## config.mk

```make
export PLATFORM = sky130hd
export DESIGN_NAME = adc_scan_seq
export DESIGN_NICKNAME = d
export VERILOG_FILES = /design/src/rtl/adc_scan_pkg.sv /design/src/rtl/adc_cfg_reg.sv /design/src/rtl/adc_settle_timer.sv /design/src/rtl/adc_clk_gate.sv /design/src/rtl/adc_result_bank.sv /design/src/rtl/adc_scan_fsm.sv /design/src/rtl/adc_scan_seq.sv
export SDC_FILE = /design/constraint.sdc
export NUM_CORES = 1
export LEC_CHECK = 0
export CELL_PAD_IN_SITES_DETAIL_PLACEMENT = 0
export CELL_PAD_IN_SITES_GLOBAL_PLACEMENT = 1
export CORE_MARGIN = 1
export CORE_UTILIZATION = 35
export CTS_CLUSTER_SIZE = 14
export DETAILED_ROUTE_END_ITERATION = 6
export PLACE_DENSITY_LB_ADDON = 0.1
export SETUP_SLACK_MARGIN = 0.4
export SLEW_MARGIN = 20
export SYNTH_ARGS = -nofsm -noshare
export SYNTH_HDL_FRONTEND = slang
export SYNTH_SLANG_ARGS = --single-unit
```

## constraint.sdc

```tcl
create_clock -name clk -period 3.2 [get_ports clk]
set_input_delay 0.64 -clock clk [delete_from_list [all_inputs] [get_ports clk]]
set_output_delay 0.64 -clock clk [all_outputs]
set_load 0.03 [all_outputs]
```

## src/rtl/adc_scan_pkg.sv

```systemverilog
package adc_scan_pkg;
   typedef enum logic [1:0] {
      SQ_IDLE   = 2'd0,
      SQ_LAUNCH = 2'd1,
      SQ_WAIT   = 2'd2
   } seq_state_e;

   // bit positions of the control fields, low end of the config byte
   localparam int unsigned CF_START    = 0;
   localparam int unsigned CF_LOOP     = 1;
   localparam int unsigned CF_POWER    = 2;
   localparam int unsigned CF_SEQ      = 3;
   localparam int unsigned CF_DIV      = 4;
   localparam int unsigned CF_CHAN_LSB = 5;
endpackage

```

## src/rtl/adc_cfg_reg.sv

```systemverilog
module adc_cfg_reg
   import adc_scan_pkg::*;
#(
   parameter int unsigned CH_W = 3,
   localparam int unsigned CFG_W = CH_W + CF_CHAN_LSB
) (
   input  logic             clk,
   input  logic             rst_n,
   input  logic             wr_en,
   input  logic [CFG_W-1:0] wr_data,
   input  logic             halt,
   input  logic             run_clr,
   output logic [CFG_W-1:0] cfg_q
);
   always_ff @(posedge clk) begin
      if (!rst_n) begin
         cfg_q <= '0;
      end else begin
         if (wr_en)
            cfg_q <= wr_data;
         else if (run_clr)
            cfg_q[CF_START] <= 1'b0;
         if (halt)
            cfg_q[CF_POWER] <= 1'b0;
      end
   end


   halt_forces_off_chk: assert property (@(posedge clk) disable iff (!rst_n)
      halt |=> !cfg_q[CF_POWER]);

   run_self_clear_chk: assert property (@(posedge clk) disable iff (!rst_n)
      (run_clr && !wr_en) |=> !cfg_q[CF_START]);

   write_readback_chk: assert property (@(posedge clk) disable iff (!rst_n)
      (wr_en && !halt) |=> cfg_q == $past(wr_data));
endmodule

```

## src/rtl/adc_settle_timer.sv

```systemverilog
module adc_settle_timer #(
   parameter int unsigned SETTLE_CYC = 6000,
   localparam int unsigned CNT_W = $clog2(SETTLE_CYC + 1)
) (
   input  logic clk,
   input  logic rst_n,
   input  logic power,
   output logic ready
);
   localparam logic [CNT_W-1:0] LIMIT = CNT_W'(SETTLE_CYC);

   if (SETTLE_CYC < 1) begin : g_bad_settle
      $error("adc_settle_timer: SETTLE_CYC must be at least 1");
   end

   logic [CNT_W-1:0] cnt;

   always_ff @(posedge clk) begin
      if (!rst_n || !power)
         cnt <= '0;
      else if (cnt != LIMIT)
         cnt <= cnt + 1'b1;
   end

   assign ready = power && (cnt == LIMIT);


   settle_not_instant_chk: assert property (@(posedge clk) disable iff (!rst_n)
      $rose(power) |-> !ready);
endmodule

```

## src/rtl/adc_clk_gate.sv

```systemverilog
module adc_clk_gate #(
   parameter bit HAS_DIV = 1'b1
) (
   input  logic clk,
   input  logic rst_n,
   input  logic power,
   input  logic div,
   output logic clk_en
);
   if (HAS_DIV) begin : g_div
      logic phase;
      always_ff @(posedge clk) begin
         if (!rst_n)
            phase <= 1'b0;
         else
            phase <= (power && div) ? ~phase : 1'b0;
      end
      assign clk_en = power && (!div || phase);


      half_rate_chk: assert property (@(posedge clk) disable iff (!rst_n)
         (power && div && $past(power && div)) |-> clk_en != $past(clk_en));
   end else begin : g_nodiv
      logic unused_div;
      assign unused_div = div;
      assign clk_en = power;
   end


   off_no_clock_chk: assert property (@(posedge clk) disable iff (!rst_n)
      !power |-> !clk_en);
endmodule

```

## src/rtl/adc_result_bank.sv

```systemverilog
module adc_result_bank #(
   parameter int unsigned DATA_W = 8,
   parameter int unsigned CH_W   = 3,
   localparam int unsigned NUM_CH = 1 << CH_W
) (
   input  logic              clk,
   input  logic              rst_n,
   input  logic              wr_en,
   input  logic [CH_W-1:0]   wr_sel,
   input  logic [DATA_W-1:0] wr_data,
   input  logic [CH_W-1:0]   rd_sel,
   output logic [DATA_W-1:0] rd_data
);
   if (DATA_W < 1) begin : g_bad_width
      $error("adc_result_bank: DATA_W must be at least 1");
   end

   logic [DATA_W-1:0] rd_arr [NUM_CH];

   for (genvar i = 0; i < NUM_CH; i++) begin : g_ent
      logic [DATA_W-1:0] q;
      always_ff @(posedge clk) begin
         if (!rst_n)
            q <= '0;
         else if (wr_en && (wr_sel == CH_W'(i)))
            q <= wr_data;
      end
      assign rd_arr[i] = q;


      entry_update_chk: assert property (@(posedge clk) disable iff (!rst_n)
         (wr_en && wr_sel == CH_W'(i)) |=> q == $past(wr_data));
   end

   assign rd_data = rd_arr[rd_sel];
endmodule

```

## src/rtl/adc_scan_fsm.sv

```systemverilog
module adc_scan_fsm
   import adc_scan_pkg::*;
#(
   parameter int unsigned CH_W = 3
) (
   input  logic            clk,
   input  logic            rst_n,
   input  logic            power,
   input  logic            ready,
   input  logic            run_bit,
   input  logic            loop_bit,
   input  logic            scan_bit,
   input  logic [CH_W-1:0] field,
   input  logic            conv_done,
   output logic            conv_start,
   output logic [CH_W-1:0] conv_chan,
   output logic            res_we,
   output logic            run_clr,
   output logic            busy
);
   seq_state_e      state;
   logic [CH_W-1:0] chan;
   logic            at_last;
   logic [CH_W-1:0] first_chan;

   assign at_last    = scan_bit ? (chan >= field) : 1'b1;
   assign first_chan = scan_bit ? '0 : field;

   always_ff @(posedge clk) begin
      if (!rst_n) begin
         state <= SQ_IDLE;
         chan  <= '0;
      end else if (!power) begin
         state <= SQ_IDLE;
      end else begin
         unique case (state)
            SQ_IDLE: begin
               if (ready && run_bit) begin
                  state <= SQ_LAUNCH;
                  chan  <= first_chan;
               end
            end
            SQ_LAUNCH: state <= SQ_WAIT;
            SQ_WAIT: begin
               if (conv_done) begin
                  if (!run_bit) begin
                     state <= SQ_IDLE;
                  end else if (at_last) begin
                     if (loop_bit) begin
                        state <= SQ_LAUNCH;
                        chan  <= first_chan;
                     end else begin
                        state <= SQ_IDLE;
                     end
                  end else begin
                     state <= SQ_LAUNCH;
                     chan  <= chan + 1'b1;
                  end
               end
            end
            default: state <= SQ_IDLE;
         endcase
      end
   end

   assign conv_start = power && (state == SQ_LAUNCH);
   assign busy       = power && (state != SQ_IDLE);
   assign conv_chan  = chan;
   assign res_we     = power && (state == SQ_WAIT) && conv_done;
   assign run_clr    = res_we && run_bit && at_last && !loop_bit;


   start_one_cycle_chk: assert property (@(posedge clk) disable iff (!rst_n)
      conv_start |=> !conv_start);

   start_after_settle_chk: assert property (@(posedge clk) disable iff (!rst_n)
      conv_start |-> ready);

   stop_goes_idle_chk: assert property (@(posedge clk) disable iff (!rst_n)
      (res_we && !run_bit) |=> !busy);
endmodule

```

## src/rtl/adc_scan_seq.sv

```systemverilog
module adc_scan_seq
   import adc_scan_pkg::*;
#(
   parameter int unsigned DATA_W     = 8,
   parameter int unsigned CH_W       = 3,
   parameter int unsigned SETTLE_CYC = 6000,
   parameter bit          HAS_DIV    = 1'b1,
   localparam int unsigned CFG_W     = CH_W + CF_CHAN_LSB
) (
   input  logic              clk,
   input  logic              rst_n,
   input  logic              cfg_we,
   input  logic [CFG_W-1:0]  cfg_wdata,
   output logic [CFG_W-1:0]  cfg_rdata,
   input  logic              halt,
   input  logic [CH_W-1:0]   rd_sel,
   output logic [DATA_W-1:0] rd_data,
   output logic              conv_start,
   output logic [CH_W-1:0]   conv_chan,
   output logic              conv_clk_en,
   input  logic              conv_done,
   input  logic [DATA_W-1:0] conv_result,
   output logic              busy
);
   if (CH_W < 1 || CH_W > 6) begin : g_bad_ch
      $error("adc_scan_seq: CH_W out of range");
   end

   logic [CFG_W-1:0] cfg_q;
   logic             run_clr;
   logic             settle_ready;
   logic             res_we;

   adc_cfg_reg #(.CH_W(CH_W)) u_cfg (
      .clk     (clk),
      .rst_n   (rst_n),
      .wr_en   (cfg_we),
      .wr_data (cfg_wdata),
      .halt    (halt),
      .run_clr (run_clr),
      .cfg_q   (cfg_q)
   );

   adc_settle_timer #(.SETTLE_CYC(SETTLE_CYC)) u_settle (
      .clk   (clk),
      .rst_n (rst_n),
      .power (cfg_q[CF_POWER]),
      .ready (settle_ready)
   );

   adc_clk_gate #(.HAS_DIV(HAS_DIV)) u_clk (
      .clk    (clk),
      .rst_n  (rst_n),
      .power  (cfg_q[CF_POWER]),
      .div    (cfg_q[CF_DIV]),
      .clk_en (conv_clk_en)
   );

   adc_scan_fsm #(.CH_W(CH_W)) u_fsm (
      .clk        (clk),
      .rst_n      (rst_n),
      .power      (cfg_q[CF_POWER]),
      .ready      (settle_ready),
      .run_bit    (cfg_q[CF_START]),
      .loop_bit   (cfg_q[CF_LOOP]),
      .scan_bit   (cfg_q[CF_SEQ]),
      .field      (cfg_q[CFG_W-1:CF_CHAN_LSB]),
      .conv_done  (conv_done),
      .conv_start (conv_start),
      .conv_chan  (conv_chan),
      .res_we     (res_we),
      .run_clr    (run_clr),
      .busy       (busy)
   );

   adc_result_bank #(.DATA_W(DATA_W), .CH_W(CH_W)) u_bank (
      .clk     (clk),
      .rst_n   (rst_n),
      .wr_en   (res_we),
      .wr_sel  (conv_chan),
      .wr_data (conv_result),
      .rd_sel  (rd_sel),
      .rd_data (rd_data)
   );

   assign cfg_rdata = cfg_q;
endmodule

```

==> qor.yml <==
status: "finished with violations"
violations: "DRC"
hold_path.class: "reg -> reg"
required_ps: 2560
hold_depth: 2
grt_pass1_wl_mm: 17.9
die_h_um: 112
fin_cells: 629
drt_wl_total_mm: 11.0
cp_top_family: "multiplexers"
synth_cells: 450
yosysWarnings: 0
io-pin-count: 46
end_kind: "primary output"
htreeDepth: 3
utilization_pct: 44.0
cts_made_buffers: 9
p_sw_uw: 551
tritoncts: "done"
path_max_fanout: 8
firstDrtPassIters: 7
seq_area_frac_synth_pct: 43.3
intPower_mw: 1.86
synth_cell_types: 40
coreArea_mm2: 0.0116
p_per_area_mw_per_mm2: 474
grt_pass1_vias: 3146
ant_nets: 0
clk_pin_slew_ps: 60
min_from: "u_bank.g_ent[3].q[3]"
period_share_pct: 85.6
irDropWorstVdd_mv: 0.197
p_comb_share_pct: 6.1
fill_cells: 1131
synth_area_mm2: 0.00421
grt_antenna_before_repair: 0
slowest_delay_ps: 480
rsz0062_at_grt: "no"
portBuffers: 45
vias: 3241
finalHoldViolations: 0
place_area_mm2: 0.00476
slew_viol_final: 0
timing.slew.headroom_pct: 59.6
mostFrequentLayoutCells: "dfxtp_1, nand2_1, nor2_1, a21oi_1, clkdlybuf4s50_1"
drt-wirelength-per-cell_um: 17.5
fp.dieArea_mm2: 0.0125
nets: 516
first_iter_violations: 138
syn_area_per_cell_um2: 9.35
swShare_pct: 22.8
initial_core_util_pct: 36.4
worstMarginPinSlew_ps: 606
path_depth: 6
clkLatencyLatePin_ps: 350
die_w_um: 112
cap_violations: 0
setup_ws_ps: 461
rows: 39
post-place-cells: 611
fmax_mhz: 365
seq_power_share_pct: 47.5
grt-ovfl-total: 0
via_per_inst: 5.15
worst-path-buf-inv: 4
setup_violations: 0
dp_slack_ps: -145
dpl.hpwl_mm: 7.39
multi_input_area_mm2: 0.00216
synth_seq_cells: 91
regArea_mm2: 0.00182
cp_slowest_cell: "mux4_2"
path_cells: "dlygate4sd2_1 -> buf_12 -> buf_6 -> mux4_2 -> mux2_2 -> buf_4"
grt_max_degree: 64
syn2layout_area_growth_pct: 21.0
fin_area_mm2: 0.00509
drc: 2
grt_usage_pct: 19.0
fin_worst_skew_ps: 5.57
power_leakage_nw: 1.96
clockBufferDepth: 2
diodes: 0
drive_gt1_share_pct: 15.0
startpoint: "rd_sel[1]"
crit_type: "in -> out"
r2r_cells: 6
final_common_cell: "dfxtp_1"
cp-start-kind: "input port"
clock_sinks: 91
gp_congestion: 0.783
cts_root_buf: "clkbuf_16"
p_total_mw: 2.41
finalCriticalPeriod_ps: 2740
synth_fp_nets: 485
r2r_start: "u_fsm.state[1]"
worstPathArrival_ps: 2100
power_frac_clock_pct: 46.5
## stage by stage
step | setup TNS (ps) | hold slack, ps
floorplan | 0 | 433
global placement | -651 | 443
detailed placement | -749 | 449
CTS | 0 | 458
global route | 0 | 480
finish | 0 | 455
## worst paths after layout
kind | slack (ps) | endpoint
setup / recovery | 460 | rd_data[5]
hold / removal | 460 | u_bank.g_ent[3].q[3]
setup reg to reg | 970 | u_bank.g_ent[7].q[2]
hold reg to reg | 460 | u_bank.g_ent[3].q[3]
## area by class of cell
class	instances	share of cell area [%]
timing repair buffer	57	11.2
tap	143	3.52
sequential	91	35.8
multi-input combinational	309	42.4
clock buffer	11	4.97
inverter	13	0.959
clock inverter	5	1.18
## routing by layer
layer	wire, um	vias up	track usage (%)
met5	0	-	0
met4	192	0	7.84
met3	488	14	2.94
met2	4850	62	28.0
met1	5510	1562	27.7
li1	-	1603	-
## kinds of logic (layout without fill, tap and decap cells)
kind of cell    after synthesis  after routing  synth area share, %
simple gates                175            175                 19.4
compound gates               58             58                 8.39
flops                        91             91                 43.3
xor+xnor                     10             10                 2.08
buf+inv                      50             86                 5.42
fa+ha+maj                    11             11                 3.27
mux                          55             55                 18.1
## registers in the layout (all words and copies together), names as in the netlist
| name | flops |
|---|---|
| u_settle.cnt | 13 |
| u_bank.g_ent.q | 64 |
| u_cfg.cfg_q | 8 |
| u_clk.g_div.phase | 1 |
| u_fsm.state | 2 |
| u_fsm.conv_chan | 3 |
## power groups by stage
stage | clock network (mW) | logic [mW] | registers [mW]
6_report | 1.12 | 0.146 | 1.15
5_1_grt | 1.20 | 0.157 | 1.15
4_1_cts | 1.15 | 0.148 | 1.14
3_5_place_dp | 0 | 0.142 | 1.17
3_3_place_gp | 0 | 0.140 | 1.17
2_1_floorplan | 0 | 0.0775 | 1.17
## repair_timing
item	4_1_cts	5_1_grt
cloned	1	0
buffers inserted	1	0
gates resized for setup	32	1
setup endpoints to repair	8	3
hold buffers	0	0
## cells in the mapped netlist
| library cell | number | area share (%) |
|---|---|---|
| ha_1 | 11 | 3.3 |
| and3_2 | 2 | 0.36 |
| inv_1 | 13 | 1.2 |
| nand4_1 | 1 | 0.15 |
| and3b_1 | 1 | 0.21 |
| buf_4 | 5 | 0.89 |
| buf_1 | 1 | 0.089 |
| dfxtp_1 | 91 | 43 |
| nor2_1 | 49 | 4.4 |
| xnor2_1 | 7 | 1.5 |
| nand3b_1 | 1 | 0.18 |
| clkbuf_1 | 24 | 2.1 |
| nor3_1 | 2 | 0.24 |
| and2_1 | 6 | 0.89 |
| mux2_2 | 8 | 2.1 |
| a2111oi_4 | 1 | 0.65 |
| nand3_2 | 3 | 0.71 |
| or4_4 | 1 | 0.27 |
| a311oi_1 | 3 | 0.62 |
| or3_1 | 1 | 0.15 |
| nand4_4 | 1 | 0.51 |
| a221oi_2 | 1 | 0.36 |
| o21ai_0 | 2 | 0.24 |
| and3_1 | 4 | 0.59 |
| nand2b_1 | 5 | 0.74 |
| xor2_1 | 3 | 0.62 |
| a21oi_1 | 46 | 5.5 |
| nand3_1 | 21 | 2.5 |
| a32o_1 | 1 | 0.24 |
| and4bb_4 | 1 | 0.39 |
| buf_2 | 5 | 0.59 |
| a221oi_1 | 3 | 0.62 |
| nor2_4 | 1 | 0.27 |
| mux4_2 | 16 | 8.6 |
| o211ai_1 | 1 | 0.18 |
| nand2_1 | 73 | 6.5 |
| mux2i_1 | 31 | 7.4 |
| and2b_1 | 1 | 0.18 |
| nand4b_1 | 1 | 0.21 |
| buf_6 | 2 | 0.54 |
## worst reg2reg max path, delay by kind of cell, from the launching register on
family | cells | cell delay (ps)
flops | 1 | 440
buf+inv | 1 | 300
compound gates | 1 | 70
simple gates | 4 | 1290
Power figures use the tool's default switching activity.
